[config.mk]
export PLATFORM = sky130hd
export DESIGN_NAME = irq_bitmask_ctrl
export DESIGN_NICKNAME = d
export VERILOG_FILES = /design/src/rtl/irqc_pkg.sv /design/src/rtl/irqc_mask.sv /design/src/rtl/irqc_pending.sv /design/src/rtl/irqc_seq.sv /design/src/rtl/irq_bitmask_ctrl.sv
export SDC_FILE = /design/constraint.sdc
export NUM_CORES = 1
export LEC_CHECK = 0
export CORE_ASPECT_RATIO = 1.2
export CORE_MARGIN = 4
export CORE_UTILIZATION = 45
export DETAILED_ROUTE_END_ITERATION = 8
export GPL_TIMING_DRIVEN = 0
export MAX_ROUTING_LAYER = met4
export PLACE_DENSITY_LB_ADDON = 0.2
export REMOVE_ABC_BUFFERS = 1
export SLEW_MARGIN = 20
export SYNTH_ARGS = -nofsm -noshare
export SYNTH_HDL_FRONTEND = slang
export SYNTH_SLANG_ARGS = --single-unit
[constraint.sdc]
create_clock -name clk -period 5.15 [get_ports clk]
set_input_delay 0.515 -clock clk [delete_from_list [all_inputs] [get_ports clk]]
set_output_delay 0.515 -clock clk [all_outputs]
set_load 0.05 [all_outputs]
[src/rtl/irqc_pkg.sv]
// Shared constants and types of the bitmask interrupt controller.
// Assumes at least three lines so the internal sources have a home.
package irqc_pkg;
    localparam int LINE_TIMER = 0;
    localparam int LINE_BRK   = 1;
    localparam int LINE_BUS   = 2;

    typedef enum logic [1:0] {
        SQ_IDLE    = 2'd0,
        SQ_OFFER   = 2'd1,
        SQ_HANDLER = 2'd2
    } seq_state_t;
endpackage

[src/rtl/irqc_mask.sv]
// Mask register: a 1 disables a line. Resets to all ones. Each write
// ORs in the permanently disabled lines. The output is the register
// itself, so during a write cycle it still shows the old value.
module irqc_mask #(
    parameter int N_LINES = 32,
    parameter logic [N_LINES-1:0] PERM_MASK = '0
) (
    input  logic               clk,
    input  logic               rst_n,
    input  logic               wr_en,
    input  logic [N_LINES-1:0] wr_data,
    output logic [N_LINES-1:0] mask_q
);
    // Hold or replace the mask
    always_ff @(posedge clk) begin
        if (!rst_n)
            mask_q <= '1;
        else if (wr_en)
            mask_q <= wr_data | PERM_MASK;
    end
endmodule

[src/rtl/irqc_pending.sv]
// Sticky pending bits plus routing of the internal sources.
// A fault whose line is masked, or which arrives while a handler is
// active, sets a sticky halt instead of a pending bit. Permanently
// disabled lines are held at zero. Bits cleared by an entry are
// removed in the same edge, while new assertions in that cycle survive.
module irqc_pending #(
    parameter int N_LINES = 32,
    parameter logic [N_LINES-1:0] PERM_MASK = '0
) (
    input  logic               clk,
    input  logic               rst_n,
    input  logic [N_LINES-1:0] req,
    input  logic               timer_evt,
    input  logic               brk_fault,
    input  logic               bus_fault,
    input  logic [N_LINES-1:0] mask_q,
    input  logic               active,
    input  logic               clr_en,
    input  logic [N_LINES-1:0] clr_bits,
    output logic [N_LINES-1:0] pend_q,
    output logic               halt_q
);
    import irqc_pkg::*;

    logic [N_LINES-1:0] set_v;
    logic [N_LINES-1:0] clr_v;
    logic               brk_ok;
    logic               bus_ok;
    logic               halt_set;

    // Collect this cycle's set and clear vectors
    always_comb begin
        brk_ok   = !mask_q[LINE_BRK] && !active;
        bus_ok   = !mask_q[LINE_BUS] && !active;
        set_v    = req;
        set_v[LINE_TIMER] = req[LINE_TIMER] | timer_evt;
        set_v[LINE_BRK]   = req[LINE_BRK] | (brk_fault && brk_ok);
        set_v[LINE_BUS]   = req[LINE_BUS] | (bus_fault && bus_ok);
        halt_set = (brk_fault && !brk_ok) || (bus_fault && !bus_ok);
        clr_v    = clr_en ? clr_bits : '0;
    end

    // One sticky flop per line
    for (genvar i = 0; i < N_LINES; i++) begin : g_line
        always_ff @(posedge clk) begin
            if (!rst_n)
                pend_q[i] <= 1'b0;
            else
                pend_q[i] <= ((pend_q[i] & ~clr_v[i]) | set_v[i]) & ~PERM_MASK[i];
        end
    end

    // Sticky halt until reset
    always_ff @(posedge clk) begin
        if (!rst_n)
            halt_q <= 1'b0;
        else if (halt_set)
            halt_q <= 1'b1;
    end
endmodule

[src/rtl/irqc_seq.sv]
// Entry/return sequencer. Idle -> offer at an eligible boundary,
// offer -> handler on acknowledge, handler -> idle on return. The
// offered values are registered at entry and held until the next entry.
module irqc_seq #(
    parameter int N_LINES = 32,
    parameter int ADDR_W = 32,
    parameter logic [ADDR_W-1:0] HANDLER_ADDR = 32'h0000_0010,
    parameter logic [ADDR_W-1:0] RESET_ADDR = '0
) (
    input  logic               clk,
    input  logic               rst_n,
    input  logic               boundary,
    input  logic [ADDR_W-1:0]  cur_pc,
    input  logic               take_ack,
    input  logic               ret_req,
    input  logic [N_LINES-1:0] pend_q,
    input  logic [N_LINES-1:0] mask_q,
    input  logic               halt,
    output logic               take_req,
    output logic [ADDR_W-1:0]  take_vec,
    output logic [ADDR_W-1:0]  take_ret,
    output logic [N_LINES-1:0] take_bits,
    output logic [N_LINES-1:0] eoi,
    output logic               active,
    output logic               redir_valid,
    output logic [ADDR_W-1:0]  redir_pc,
    output logic               entry_fire,
    output logic [N_LINES-1:0] entry_bits
);
    import irqc_pkg::*;

    seq_state_t         state_q;
    logic [ADDR_W-1:0]  ret_q;
    logic [N_LINES-1:0] bits_q;

    // Entry decision for this cycle
    always_comb begin
        entry_bits = pend_q & ~mask_q;
        entry_fire = (state_q == SQ_IDLE) && boundary && !halt && (|entry_bits);
    end

    // State, captured entry values and the return pulse
    always_ff @(posedge clk) begin
        if (!rst_n) begin
            state_q     <= SQ_IDLE;
            ret_q       <= RESET_ADDR;
            bits_q      <= '0;
            eoi         <= '0;
            redir_valid <= 1'b0;
        end else begin
            redir_valid <= 1'b0;
            case (state_q)
                SQ_IDLE: begin
                    if (entry_fire) begin
                        state_q <= SQ_OFFER;
                        ret_q   <= cur_pc;
                        bits_q  <= entry_bits;
                        eoi     <= entry_bits;
                    end
                end
                SQ_OFFER: begin
                    if (take_ack)
                        state_q <= SQ_HANDLER;
                end
                SQ_HANDLER: begin
                    if (ret_req) begin
                        state_q     <= SQ_IDLE;
                        eoi         <= '0;
                        redir_valid <= 1'b1;
                    end
                end
                default: state_q <= SQ_IDLE;
            endcase
        end
    end

    // Outputs derived from the state
    always_comb begin
        take_req  = (state_q == SQ_OFFER);
        active    = (state_q != SQ_IDLE);
        take_vec  = HANDLER_ADDR;
        take_ret  = ret_q;
        take_bits = bits_q;
        redir_pc  = ret_q;
    end
endmodule

[src/rtl/irq_bitmask_ctrl.sv]
// Top of the bitmask interrupt controller: mask register, pending
// store and entry sequencer. Assumes the processor raises insn_bound
// only between instructions and acknowledges each offer once.
module irq_bitmask_ctrl #(
    parameter int N_LINES = 32,
    parameter int ADDR_W = 32,
    parameter logic [N_LINES-1:0] PERM_MASK = '0,
    parameter logic [ADDR_W-1:0] HANDLER_ADDR = 32'h0000_0010,
    parameter logic [ADDR_W-1:0] RESET_ADDR = '0
) (
    input  logic               clk,
    input  logic               rst_n,
    input  logic [N_LINES-1:0] irq_req,
    input  logic               timer_evt,
    input  logic               brk_fault,
    input  logic               bus_fault,
    input  logic               insn_bound,
    input  logic [ADDR_W-1:0]  cur_pc,
    output logic               take_req,
    input  logic               take_ack,
    output logic [ADDR_W-1:0]  take_vec,
    output logic [ADDR_W-1:0]  take_ret,
    output logic [N_LINES-1:0] take_bits,
    output logic [N_LINES-1:0] eoi,
    output logic               active,
    input  logic               ret_req,
    output logic               redir_valid,
    output logic [ADDR_W-1:0]  redir_pc,
    input  logic               mask_we,
    input  logic [N_LINES-1:0] mask_wdata,
    output logic [N_LINES-1:0] mask_rdata,
    output logic               halt
);
    logic [N_LINES-1:0] mask_q;
    logic [N_LINES-1:0] pend_q;
    logic               entry_fire;
    logic [N_LINES-1:0] entry_bits;

    assign mask_rdata = mask_q;

    irqc_mask #(.N_LINES(N_LINES), .PERM_MASK(PERM_MASK)) u_mask (
        .clk     (clk),
        .rst_n   (rst_n),
        .wr_en   (mask_we),
        .wr_data (mask_wdata),
        .mask_q  (mask_q)
    );

    irqc_pending #(.N_LINES(N_LINES), .PERM_MASK(PERM_MASK)) u_pend (
        .clk       (clk),
        .rst_n     (rst_n),
        .req       (irq_req),
        .timer_evt (timer_evt),
        .brk_fault (brk_fault),
        .bus_fault (bus_fault),
        .mask_q    (mask_q),
        .active    (active),
        .clr_en    (entry_fire),
        .clr_bits  (entry_bits),
        .pend_q    (pend_q),
        .halt_q    (halt)
    );

    irqc_seq #(
        .N_LINES(N_LINES), .ADDR_W(ADDR_W),
        .HANDLER_ADDR(HANDLER_ADDR), .RESET_ADDR(RESET_ADDR)
    ) u_seq (
        .clk         (clk),
        .rst_n       (rst_n),
        .boundary    (insn_bound),
        .cur_pc      (cur_pc),
        .take_ack    (take_ack),
        .ret_req     (ret_req),
        .pend_q      (pend_q),
        .mask_q      (mask_q),
        .halt        (halt),
        .take_req    (take_req),
        .take_vec    (take_vec),
        .take_ret    (take_ret),
        .take_bits   (take_bits),
        .eoi         (eoi),
        .active      (active),
        .redir_valid (redir_valid),
        .redir_pc    (redir_pc),
        .entry_fire  (entry_fire),
        .entry_bits  (entry_bits)
    );
endmodule

==> results.py <==
metrics = {
    "critical_path": {
        "crit_path_start_kind": "primary input",
        "crit_path_end_kind": "register",
        "worst-r2r-setup-slack_ps": 2790,
        "crit-reg2reg-launch": "u_seq.state_q[0]",
        "endpoint_of_the_worst_register_to_register_path": "u_seq.take_bits[30]",
        "type_of_the_setup_path_with_the_least_slack": "in -> reg",
        "rr_worst_depth": 4,
        "cp.required_ps": 5490,
        "timing.critical_path.fanout_max": 44,
        "cp.arrival_ps": 2820,
    },
    "placement": {
        "gp_routability_congestion": 0.771,
        "post_dp_cell_area_sq_um": 9350,
        "dpl.hpwl_microns": 13100,
        "place.port_buffers": 268,
    },
    "clock_network": {
        "clk_pin_slew_worst_paths_ps": 70,
        "clockBufferDepth": 2,
        "cts-buffers-inserted": 17,
        "cts_tree": "done",
        "clock_sinks": 164,
        "cts_root_buffer": "sky130_fd_sc_hd__clkbuf_16",
        "cts.repair.resized": 0,
        "cts_htree_levels": 4,
        "cts_hold_buffers": 0,
        "insertion_delay_ps": 410,
        "postCtsSetupRepairBufs": 0,
    },
    "detailed_routing": {
        "drc": 0,
        "total_wirelength_microns": 18300,
        "vias_per_cell": 4.80,
        "dr.pass1.iters": 5,
        "detailedRoute.firstIterationViolations": 339,
        "wire_per_inst_microns": 15.4,
        "drt.antenna.violating_nets": 0,
        "vias": 5698,
    },
    "pwr": {
        "power_leakage_nw": 3.90,
        "pwr-share-clk": 0.387,
        "share_seq_of_total_power": 0.399,
        "p_sw_frac": 0.300,
        "power.ir.vdd_worst_mv": 0.214,
        "cellInternalPower_mw": 2.42,
        "pwr_density_cell_nw_per_um2": 347,
        "power.combinational.fraction": 0.215,
        "total_power_mw": 3.46,
        "p_switching_mw": 1.04,
    },
    "synth": {
        "synth.ff_latch_count": 164,
        "syn-mean-instance-area_sq_um": 9.04,
        "yosys.cell_types.count": 30,
        "synthesis.yosys.warnings": 0,
        "netlist_instances": 755,
        "seq_area_frac_synth": 0.481,
        "syn-cell-area_sq_um": 6820,
    },
    "outcome": {
        "run_status": "complete, no violations",
    },
    "finish": {
        "flow.area_growth_from_synthesis_pct": 46.3,
        "finalInstanceArea_sq_um": 9980,
        "design.final.nets": 1073,
        "share_of_cells_above_drive_strength_1": 0.0479,
        "mostFrequentLayoutCell": "sky130_fd_sc_hd__clkdlybuf4s50_1",
        "final_cell_mix": "sky130_fd_sc_hd__clkdlybuf4s50_1 (266), sky130_fd_sc_hd__dfxtp_1 (164), sky130_fd_sc_hd__nand2_1 (150)",
    },
    "timing": {
        "unrepaired_setup_endpoints_after_global_routing": "no",
        "tightest_slew_ps": 859,
        "fin_crit_sh": 0.481,
        "holdWs_ps": 456,
        "fin_crit_ps": 2480,
        "max_slew_margin": 0.425,
        "finalClockSkew_ps": 8.42,
        "final_hold_violations": 0,
        "slew_violations": 0,
        "setup_violations": 0,
        "achievable-frequency_ghz": 0.404,
    },
    "global_route": {
        "grt_pass1_vias": 5508,
        "globalRoute.totalOverflow": 0,
        "track_usage": 0.213,
        "wire_length_of_the_first_global_routing_pass_microns": 28300,
        "antenna_found_initial": 1,
        "grt_start_max_net_pins": 114,
    },
    "floorplan": {
        "floorplan.core_area_sq_um": 15000,
        "die_height_microns": 143,
        "die_area_sq_um": 17200,
        "core.rowCount": 49,
        "io_pins": 301,
        "initial_utilization": 0.456,
        "die_width_microns": 120,
    },
    "hold_path": {
        "min_delay_path_depth": 2,
        "end_of_the_worst_hold_path": "u_seq.take_bits[8]",
        "hold_path_startpoint": "u_seq.take_bits[8]",
        "worst_hold_path_type": "reg -> reg",
    },
    "job": {
        "cap_viol_max_count": 0,
    },
}
[Yosys cell counts (all sizes together)]
library cell	count	share of area
nand4	2	0.0018
nand2b	1	0.00092
buf	76	0.083
nand3	45	0.033
nor4b	1	0.0022
inv	5	0.0028
nor2b	30	0.028
a2111oi	3	0.0084
nor3	3	0.0022
mux2i	107	0.16
dfxtp	164	0.48
o21ai	47	0.035
a221oi	1	0.0013
nor4	5	0.0046
nor3b	3	0.0033
nand3b	1	0.0011
nor2	32	0.018
clkbuf	35	0.019
o211ai	3	0.0033
conb	2	0.0011
nand2	150	0.083
o31ai	3	0.0033
a21oi	35	0.026
o21a	1	0.0011
[through the flow]
stage,worst slack [ps],util,std cells,setup TNS (ps)
2_1_floorplan,763,-,674,0
3_3_place_gp,-2710,0.613,1146,-301530
3_5_place_dp,2220,0.625,1153,0
4_1_cts,2650,0.667,1185,0
5_1_grt,2520,0.667,1186,0
6_report,2670,0.667,1186,0
[kinds of logic after synthesis]
logic type,share of synthesized area
muxes,0.157
other,0.00110
DFF,0.481
buffers and inverters,0.106
and+or+nand+nor,0.177
AOI/OAI and AO/OA,0.0781
[sequential cells by signal, indices dropped and copies added (netlist names)]
signal	count
u_mask.mask_q	32
u_seq.state_q	2
u_pend.halt_q	1
u_pend.pend_q	32
u_seq.eoi	32
u_seq.take_bits	32
u_seq.redir_valid	1
u_seq.redir_pc	32
[power groups by stage]
stage | Combinational (mW) | Clock [mW] | Sequential (mW)
3_5_place_dp | 0.748 | 0 | 1.41
5_1_grt | 0.785 | 1.42 | 1.39
6_report | 0.744 | 1.34 | 1.38
4_1_cts | 0.750 | 1.37 | 1.38
3_3_place_gp | 0.756 | 0 | 1.41
2_1_floorplan | 0.231 | 0 | 1.62
[layer usage]
metal | routed length [microns] | global-route usage
met3 | 1610 | 0.0812
met1 | 7870 | 0.258
met5 | 0 | -
met4 | 371 | 0.0728
met2 | 8440 | 0.328
[critical path, stage by stage]
cell	delay (ps)
sky130_fd_sc_hd__clkdlybuf4s50_1	460
sky130_fd_sc_hd__nor4b_4	700
sky130_fd_sc_hd__o21a_4	550
sky130_fd_sc_hd__buf_16	310
sky130_fd_sc_hd__mux2i_1	230
[cell type report]
type                       count  area, sq um
timing repair buffer         275         2840
sequential                   164         3280
clock inverter                15          204
antenna                        1         2.50
inverter                       5         18.8
multi-input combinational    505         2950
fill                        1243         4980
clock buffer                  17          425
tap                          204          255
[worst max path at each step]
stage                              from                   to  cells past startpoint
after floorplan           u_pend.halt_q         u_seq.eoi[0]                      3
after global placement            rst_n        u_pend.halt_q                      3
after detailed placement     insn_bound   u_seq.redir_pc[21]                      5
after CTS                    insn_bound  u_seq.take_bits[30]                      5
after global routing         insn_bound  u_seq.take_bits[30]                      5
final                        insn_bound  u_seq.take_bits[30]                      5
Power figures use the tool's default switching activity.
